File: src/rtl/tfi_pkg.sv
package tfi_pkg;
  localparam int BYTE_W   = 8;
  localparam int SER_W    = 8;
  localparam int PAR_W    = 6;
  localparam int FREQ_DIV = 200;              // frequency scales are k/FREQ_DIV
  localparam int K_W      = 2;
  localparam int ICPT_W   = 16;               // holds FREQ_DIV * 255
  localparam int DEN_W    = 10;               // holds 256*FREQ_DIV >> PAR_W
  localparam int UHF_SER_OFFSET = 10;
  localparam int OFF_W    = 4;

  typedef enum logic [2:0] {
    ST_IDLE, ST_PREP, ST_MUL, ST_DIV, ST_STORE
  } tfi_state_t;

  // slope multiplier in units of 1/FREQ_DIV
  function automatic logic [K_W-1:0] slope_k(input logic uhf, input logic par);
    if (uhf)      return K_W'(1);
    else if (par) return K_W'(2);
    else          return K_W'(3);
  endfunction

  // 2^W / (256*FREQ_DIV) folded into a single divisor
  function automatic logic [DEN_W-1:0] divisor_of(input logic par);
    if (par) return DEN_W'((256 * FREQ_DIV) >> PAR_W);
    else     return DEN_W'((256 * FREQ_DIV) >> SER_W);
  endfunction

  function automatic logic [OFF_W-1:0] offset_of(input logic uhf, input logic par);
    return (uhf && !par) ? OFF_W'(UHF_SER_OFFSET) : OFF_W'(0);
  endfunction

  // subtract offset, clamp to [0, field max]
  function automatic logic [SER_W-1:0] finish_code(input logic [ICPT_W-1:0] q,
                                                   input logic [OFF_W-1:0]  off,
                                                   input logic              par);
    logic [ICPT_W-1:0] diff;
    logic [ICPT_W-1:0] maxv;
    maxv = par ? ICPT_W'((1 << PAR_W) - 1) : ICPT_W'((1 << SER_W) - 1);
    if (q < ICPT_W'(off)) return '0;
    diff = q - ICPT_W'(off);
    if (diff > maxv) return SER_W'(maxv);
    return SER_W'(diff);
  endfunction
endpackage

File: src/rtl/tfi_coef_mux.sv
module tfi_coef_mux
  import tfi_pkg::*;
(
  input  logic                      uhf,
  input  logic                      par,
  input  logic [3:0][BYTE_W-1:0]    icpt_set,   // [0]=vhf ser,[1]=vhf par,[2]=uhf ser,[3]=uhf par
  input  logic [3:0][BYTE_W-1:0]    slope_set,
  output logic [BYTE_W-1:0]         icpt,
  output logic [BYTE_W-1:0]         slope
);
  logic [1:0] idx;
  assign idx   = {uhf, par};
  assign icpt  = icpt_set[idx];
  assign slope = slope_set[idx];
endmodule

File: src/rtl/tfi_shift_mul.sv
module tfi_shift_mul #(
  parameter int A_W = 10,
  parameter int B_W = 10
) (
  input  logic               clk,
  input  logic               rst_n,
  input  logic               go,
  input  logic [A_W-1:0]     a,
  input  logic [B_W-1:0]     b,
  output logic [A_W+B_W-1:0] prod,
  output logic               rdy
);
  localparam int P_W  = A_W + B_W;
  localparam int CNT_W = $clog2(B_W + 1);

  logic [P_W-1:0]   mcand;
  logic [B_W-1:0]   mplier;
  logic [CNT_W-1:0] cnt;
  logic             run;

  always_ff @(posedge clk or negedge rst_n) begin
    if (!rst_n) begin
      prod <= '0; mcand <= '0; mplier <= '0; cnt <= '0; run <= 1'b0; rdy <= 1'b0;
    end else begin
      rdy <= 1'b0;
      if (go) begin
        prod   <= '0;
        mcand  <= P_W'(a);
        mplier <= b;
        cnt    <= CNT_W'(B_W);
        run    <= 1'b1;
      end else if (run) begin
        if (mplier[0]) prod <= prod + mcand;
        mcand  <= mcand << 1;
        mplier <= mplier >> 1;
        cnt    <= cnt - 1'b1;
        if (cnt == CNT_W'(1)) begin
          run <= 1'b0;
          rdy <= 1'b1;
        end
      end
    end
  end
endmodule

File: src/rtl/tfi_restoring_div.sv
module tfi_restoring_div #(
  parameter int N_W = 16,
  parameter int D_W = 10
) (
  input  logic           clk,
  input  logic           rst_n,
  input  logic           go,
  input  logic [N_W-1:0] dividend,
  input  logic [D_W-1:0] divisor,
  output logic [N_W-1:0] quo,
  output logic           rdy
);
  localparam int CNT_W = $clog2(N_W + 1);

  logic [D_W-1:0]   rem;
  logic [D_W-1:0]   dvs;
  logic [CNT_W-1:0] cnt;
  logic             run;
  logic [D_W:0]     shifted;
  logic             fits;

  assign shifted = {rem, quo[N_W-1]};
  assign fits    = shifted >= {1'b0, dvs};

  always_ff @(posedge clk or negedge rst_n) begin
    if (!rst_n) begin
      rem <= '0; dvs <= '0; quo <= '0; cnt <= '0; run <= 1'b0; rdy <= 1'b0;
    end else begin
      rdy <= 1'b0;
      if (go) begin
        rem <= '0;
        dvs <= divisor;
        quo <= dividend;
        cnt <= CNT_W'(N_W);
        run <= 1'b1;
      end else if (run) begin
        rem <= fits ? D_W'(shifted - {1'b0, dvs}) : D_W'(shifted);
        quo <= {quo[N_W-2:0], fits};
        cnt <= cnt - 1'b1;
        if (cnt == CNT_W'(1)) begin
          run <= 1'b0;
          rdy <= 1'b1;
        end
      end
    end
  end
endmodule

File: src/rtl/tfi_interp.sv
module tfi_interp
  import tfi_pkg::*;
#(
  parameter int FREQ_W = 10
) (
  input  logic              clk,
  input  logic              rst_n,
  input  logic              start,
  input  logic              band_uhf,
  input  logic [FREQ_W-1:0] freq_mhz,
  input  logic [7:0]        vhf_ser_icpt,
  input  logic [7:0]        vhf_ser_slope,
  input  logic [7:0]        vhf_par_icpt,
  input  logic [7:0]        vhf_par_slope,
  input  logic [7:0]        uhf_ser_icpt,
  input  logic [7:0]        uhf_ser_slope,
  input  logic [7:0]        uhf_par_icpt,
  input  logic [7:0]        uhf_par_slope,
  output logic              busy,
  output logic              done,
  output logic [7:0]        series_code,
  output logic [5:0]        par_code
);
  localparam int MA_W = BYTE_W + K_W;         // |slope-256| * k
  localparam int P_W  = MA_W + FREQ_W;

  tfi_state_t              state;
  logic                    uhf_q;
  logic                    sel_par;
  logic [FREQ_W-1:0]       freq_q;
  logic [3:0][BYTE_W-1:0]  icpt_q, slope_q;
  logic [ICPT_W-1:0]       q_reg;
  logic [SER_W-1:0]        ser_tmp;

  logic [BYTE_W-1:0]       icpt_cur, slope_cur;
  logic [BYTE_W:0]         slope_mag;
  logic [MA_W-1:0]         mul_a;
  logic [ICPT_W-1:0]       icpt_scaled;
  logic                    mul_go, mul_rdy, div_go, div_rdy, num_neg;
  logic [P_W-1:0]          prod;
  logic [ICPT_W-1:0]       quo;

  // named events for the checker
  logic                    stage_fire;
  logic [ICPT_W-1:0]       stage_q;
  logic [OFF_W-1:0]        stage_off;
  logic [SER_W-1:0]        stage_code;

  tfi_coef_mux u_mux (
    .uhf       (uhf_q),
    .par       (sel_par),
    .icpt_set  (icpt_q),
    .slope_set (slope_q),
    .icpt      (icpt_cur),
    .slope     (slope_cur)
  );

  assign slope_mag   = (BYTE_W+1)'(256) - {1'b0, slope_cur};
  assign mul_a       = MA_W'({1'b0, slope_mag} * MA_W'(slope_k(uhf_q, sel_par)));
  assign icpt_scaled = ICPT_W'(icpt_cur) * ICPT_W'(FREQ_DIV);
  assign num_neg     = prod > P_W'(icpt_scaled);
  assign mul_go      = (state == ST_PREP);
  assign div_go      = (state == ST_MUL) && mul_rdy && !num_neg;

  tfi_shift_mul #(.A_W(MA_W), .B_W(FREQ_W)) u_mul (
    .clk (clk), .rst_n (rst_n), .go (mul_go),
    .a (mul_a), .b (freq_q), .prod (prod), .rdy (mul_rdy)
  );

  tfi_restoring_div #(.N_W(ICPT_W), .D_W(DEN_W)) u_div (
    .clk (clk), .rst_n (rst_n), .go (div_go),
    .dividend (icpt_scaled - prod[ICPT_W-1:0]),
    .divisor  (divisor_of(sel_par)),
    .quo (quo), .rdy (div_rdy)
  );

  assign stage_fire = (state == ST_STORE);
  assign stage_q    = q_reg;
  assign stage_off  = offset_of(uhf_q, sel_par);
  assign stage_code = finish_code(q_reg, stage_off, sel_par);

  always_ff @(posedge clk or negedge rst_n) begin
    if (!rst_n) begin
      state <= ST_IDLE; uhf_q <= 1'b0; sel_par <= 1'b0; freq_q <= '0;
      icpt_q <= '0; slope_q <= '0; q_reg <= '0; ser_tmp <= '0;
      busy <= 1'b0; done <= 1'b0; series_code <= '0; par_code <= '0;
    end else begin
      done <= 1'b0;
      unique case (state)
        ST_IDLE: if (start) begin
          uhf_q   <= band_uhf;
          freq_q  <= freq_mhz;
          icpt_q  <= {uhf_par_icpt, uhf_ser_icpt, vhf_par_icpt, vhf_ser_icpt};
          slope_q <= {uhf_par_slope, uhf_ser_slope, vhf_par_slope, vhf_ser_slope};
          sel_par <= 1'b0;
          busy    <= 1'b1;
          state   <= ST_PREP;
        end
        ST_PREP: state <= ST_MUL;
        ST_MUL: if (mul_rdy) begin
          if (num_neg) begin
            q_reg <= '0;
            state <= ST_STORE;
          end else begin
            state <= ST_DIV;
          end
        end
        ST_DIV: if (div_rdy) begin
          q_reg <= quo;
          state <= ST_STORE;
        end
        ST_STORE: begin
          if (!sel_par) begin
            ser_tmp <= stage_code;
            sel_par <= 1'b1;
            state   <= ST_PREP;
          end else begin
            series_code <= ser_tmp;
            par_code    <= stage_code[PAR_W-1:0];
            done        <= 1'b1;
            busy        <= 1'b0;
            state       <= ST_IDLE;
          end
        end
        default: state <= ST_IDLE;
      endcase
    end
  end
endmodule

File: config.mk
export PLATFORM = sky130hd
export DESIGN_NAME = tfi_interp
export DESIGN_NICKNAME = d
export VERILOG_FILES = /design/src/rtl/tfi_pkg.sv /design/src/rtl/tfi_coef_mux.sv /design/src/rtl/tfi_shift_mul.sv /design/src/rtl/tfi_restoring_div.sv /design/src/rtl/tfi_interp.sv
export SDC_FILE = /design/constraint.sdc
export NUM_CORES = 1
export LEC_CHECK = 0
export ABC_AREA = 1
export ABC_CLOCK_PERIOD_IN_PS = 12000
export BUFFER_PORTS_ARGS = -buffer_cell sky130_fd_sc_hd__buf_2
export CORE_UTILIZATION = 35
export CTS_CLUSTER_DIAMETER = 30
export DETAILED_ROUTE_END_ITERATION = 8
export GPL_ROUTABILITY_DRIVEN = 0
export GPL_TIMING_DRIVEN = 1
export SLEW_MARGIN = 40
export SYNTH_ARGS = -nofsm -noshare
export SYNTH_HDL_FRONTEND = slang
export SYNTH_HIERARCHICAL = 1
export SYNTH_SLANG_ARGS = --single-unit
File: constraint.sdc
create_clock -name clk -period 12 [get_ports clk]
set_clock_uncertainty 0.15 [all_clocks]
set_input_delay 3 -clock clk [delete_from_list [all_inputs] [get_ports clk]]
set_output_delay 3 -clock clk [all_outputs]
set_load 0.01 [all_outputs]
==> results.toml <==
[sta]
hold_violations = 0
worst_slew_pin_slew_ns = 0.822
setup_violations = 0
unrepaired_setup_endpoints_after_global_routing = "false"
period_share = 0.521
max_freq_mhz = 160
max-slew-margin-rel = 0.452
final_period_minus_worst_setup_slack_ns = 6.26
timing.final.max_slew_violations = 0
setup-tns-final_ns = 0

[critical_path]
critPathArrivalTime_ns = 6.61
cpMaxStageDelayCell = "sky130_fd_sc_hd__nor2_1"
maximum_cell_stage_delay_along_the_critical_path_ns = 0.56
reg2reg_to = "u_div/quo[5]"
crit_top_cell = "sky130_fd_sc_hd__nand2_1"
crit_path_start_kind = "flop"
reg2reg_depth = 31
crit_path_end_kind = "flop"
path_class = "flop to flop"
maximum_fanout_along_the_worst_path = 40
timing.rr.start = "sel_par"
reg2reg_slack_ns = 5.74
cp.required_ns = 12.36

[finish]
most-common-layout-cells = "sky130_fd_sc_hd__nand2_1, sky130_fd_sc_hd__inv_1, sky130_fd_sc_hd__dfrtp_1"
fin_cells = 2580
share_of_final_layout_standard_cells_stronger_than_drive_strength_1 = 0.133
nets = 2202
fillers = 3972
top_regs = "icpt_q: 32 flops, slope_q: 32 flops"
layout_commonest_cell = "sky130_fd_sc_hd__nand2_1"
layout_stage_area_growth_over_the_synthesis_result_pct = 20.5
num_antenna_cells = 0

[hold_path]
holdCritPathClass = "flop to flop"
worst_hold_start = "series_code[5]"
hold-path-cell-count = 2
holdPathEnd = "series_code[5]"

[clocking]
clock_tree_from_tritoncts = "yes"
numClockSinks = 218
post-cts-setup-buffer-count = 0
cts.repair.resized = 0
cts.hold.buffers_added = 0
cts.reportedPaths.clkPinSlew_ns = 0.05
clockRootBuffer = "sky130_fd_sc_hd__clkbuf_16"
htreeDepth = 2
clk_latency_ns = 0.58
cts_inserted_buffers = 55
clockBufferDepth = 3

[yosys]
synth-main-ff-cell = "sky130_fd_sc_hd__dfrtp_1"
synthDominantAreaCellType = "sky130_fd_sc_hd__dfrtp_1"
synth_top_cells_by_area = "sky130_fd_sc_hd__dfrtp_1, sky130_fd_sc_hd__nand2_1, sky130_fd_sc_hd__ha_1"
synth_cells = 1907
ys_ff_latch = 218
edff_count_synth = 0
synth.avg_cell_area_um2 = 7.30
synth_area_um2 = 13900
ys_warn_count = 6
ys_async_sr_fraction = 1.00
synth_top_cell_area_share = 0.392
synth.yosys.seq_area_share = 0.392
synth_unique_cells = 50

[power]
internal-power_mw = 1.80
irDropWorstVdd_v = 0.000129
seqPwrFrac = 0.324
clockPowerShare = 0.664
power_density_over_cell_area_nw_per_um2 = 136
power.switching_mw = 0.481
sw_ratio = 0.211
combinationalPowerShare = 0.012
leakage_component_of_the_power_nw = 9.23

[grt]
grt_usage = 0.178
grt_overflow_total = 0
via_count_of_the_first_global_routing_pass = 12300
antenna_found_initial = 0
grt_max_degree = 79
grt_pass1_wl_mm = 59.4

[floorplanning]
floorplan.die.width_um = 201
overall_die_height_um = 201
dieArea_um2 = 40600
design.core.area_um2 = 38900
floorplan.initialDensity = 0.358
placement_rows = 72
pin_count = 94

[placement]
io_buffers = 93
dpl.hpwl_mm = 25.1
numPlacedInstances = 2477

[drt]
route.detailed.vias_per_inst = 4.74
detail-route-antenna-nets = 0
detailedRoute.firstPassIterationCount = 5
wl_per_cell_um = 13.4
initialDrtViolationCount = 625
drc_errors = 0
detailroute.via_count = 12200
route.final.wire_length_mm = 34.7

[run]
maxCapViolations = 0

[outcome]
run_status = "finished, final reports clean"
-- worst max path at each step --
stage | from | end
finish | sel_par | u_div/quo[5]
global route | sel_par | u_div/quo[5]
CTS | sel_par | u_div/quo[5]
detailed placement | sel_par | u_div/quo[7]
global placement | sel_par | u_div/quo[3]
floorplan | sel_par | u_div/quo[3]
-- synthesized netlist by cell type (7+ instances only) --
| master | count |
|---|---|
| sky130_fd_sc_hd__nand2_1 | 748 |
| sky130_fd_sc_hd__inv_1 | 258 |
| sky130_fd_sc_hd__dfrtp_1 | 218 |
| sky130_fd_sc_hd__nand3_1 | 115 |
| sky130_fd_sc_hd__ha_1 | 102 |
| sky130_fd_sc_hd__nor2_1 | 84 |
| sky130_fd_sc_hd__a21oi_1 | 63 |
| sky130_fd_sc_hd__o21ai_0 | 45 |
| sky130_fd_sc_hd__nand2_2 | 32 |
| sky130_fd_sc_hd__xor2_1 | 29 |
| sky130_fd_sc_hd__clkbuf_1 | 20 |
| sky130_fd_sc_hd__nand4_1 | 18 |
| sky130_fd_sc_hd__nand3b_1 | 16 |
| sky130_fd_sc_hd__buf_2 | 15 |
| sky130_fd_sc_hd__nor3_1 | 14 |
| sky130_fd_sc_hd__o221ai_1 | 14 |
| sky130_fd_sc_hd__xnor2_1 | 12 |
| sky130_fd_sc_hd__inv_2 | 11 |
| sky130_fd_sc_hd__buf_6 | 8 |
| sky130_fd_sc_hd__o211ai_1 | 7 |
-- final cells by class --
type | count | area (µm²) | share of cell area
timing repair buffer | 103 | 558 | 0.0333
inverter | 271 | 1020 | 0.0608
clock buffer | 67 | 1490 | 0.0889
tap | 518 | 648 | 0.0386
clock inverter | 36 | 442 | 0.0263
multi-input combinational | 1367 | 7160 | 0.427
sequential | 218 | 5460 | 0.325
-- layer usage --
metal  vias up  global-route usage  wire (µm)
met5         -                   0          0
met4         0              0.0668        957
met3        61              0.0324       1520
met2       260               0.301      16200
met1      5685               0.226      16000
li1       6214                   -          -
-- critical path, delay by kind of cell, from the launching register on --
family,cells,cell delay (ns)
adder cells (fa/ha/maj),5,1.79
flip-flops,1,0.39
buffers and inverters,7,1.19
AND/OR/NAND/NOR,15,1.84
AO/OA/AOI/OAI,3,0.59
XOR/XNOR,1,0.21
-- power by group through the flow --
stage | Combinational, mW | Clock (mW) | Sequential, mW
floorplan | 0.000136 | 0 | 0.749
global placement | 0.0289 | 0 | 0.749
detailed placement | 0.0298 | 0 | 0.749
CTS | 0.0298 | 1.54 | 0.737
global route | 0.0330 | 1.59 | 0.737
finish | 0.0283 | 1.51 | 0.738
-- cells by family (layout without fill, tap and decap cells) --
kind of cell | Yosys count | in the layout | share of synthesized area
AO/OA/AOI/OAI | 160 | 160 | 0.0682
adder cells (fa/ha/maj) | 108 | 108 | 0.100
AND/OR/NAND/NOR | 1054 | 1054 | 0.318
XOR/XNOR | 41 | 41 | 0.0258
other | 1 | 4 | 0.000269
flip-flops | 218 | 218 | 0.392
buffers and inverters | 325 | 477 | 0.0956
-- per-stage QoR --
step / setup WS (ns) / hold slack, ns / utilization / total power [mW] / instance area [µm²]
after CTS: 5.75 / 0.318 / 0.431 / 2.31 / 16800
final: 5.74 / 0.310 / 0.431 / 2.28 / 16800
after global placement: 5.93 / 0.302 / 0.381 / 0.777 / 14800
after global routing: 5.20 / 0.333 / 0.431 / 2.36 / 16800
after floorplan: 6.74 / 0.274 / - / 0.749 / 13900
after detailed placement: 5.78 / 0.306 / 0.381 / 0.778 / 14800
Power figures use the tool's default switching activity.
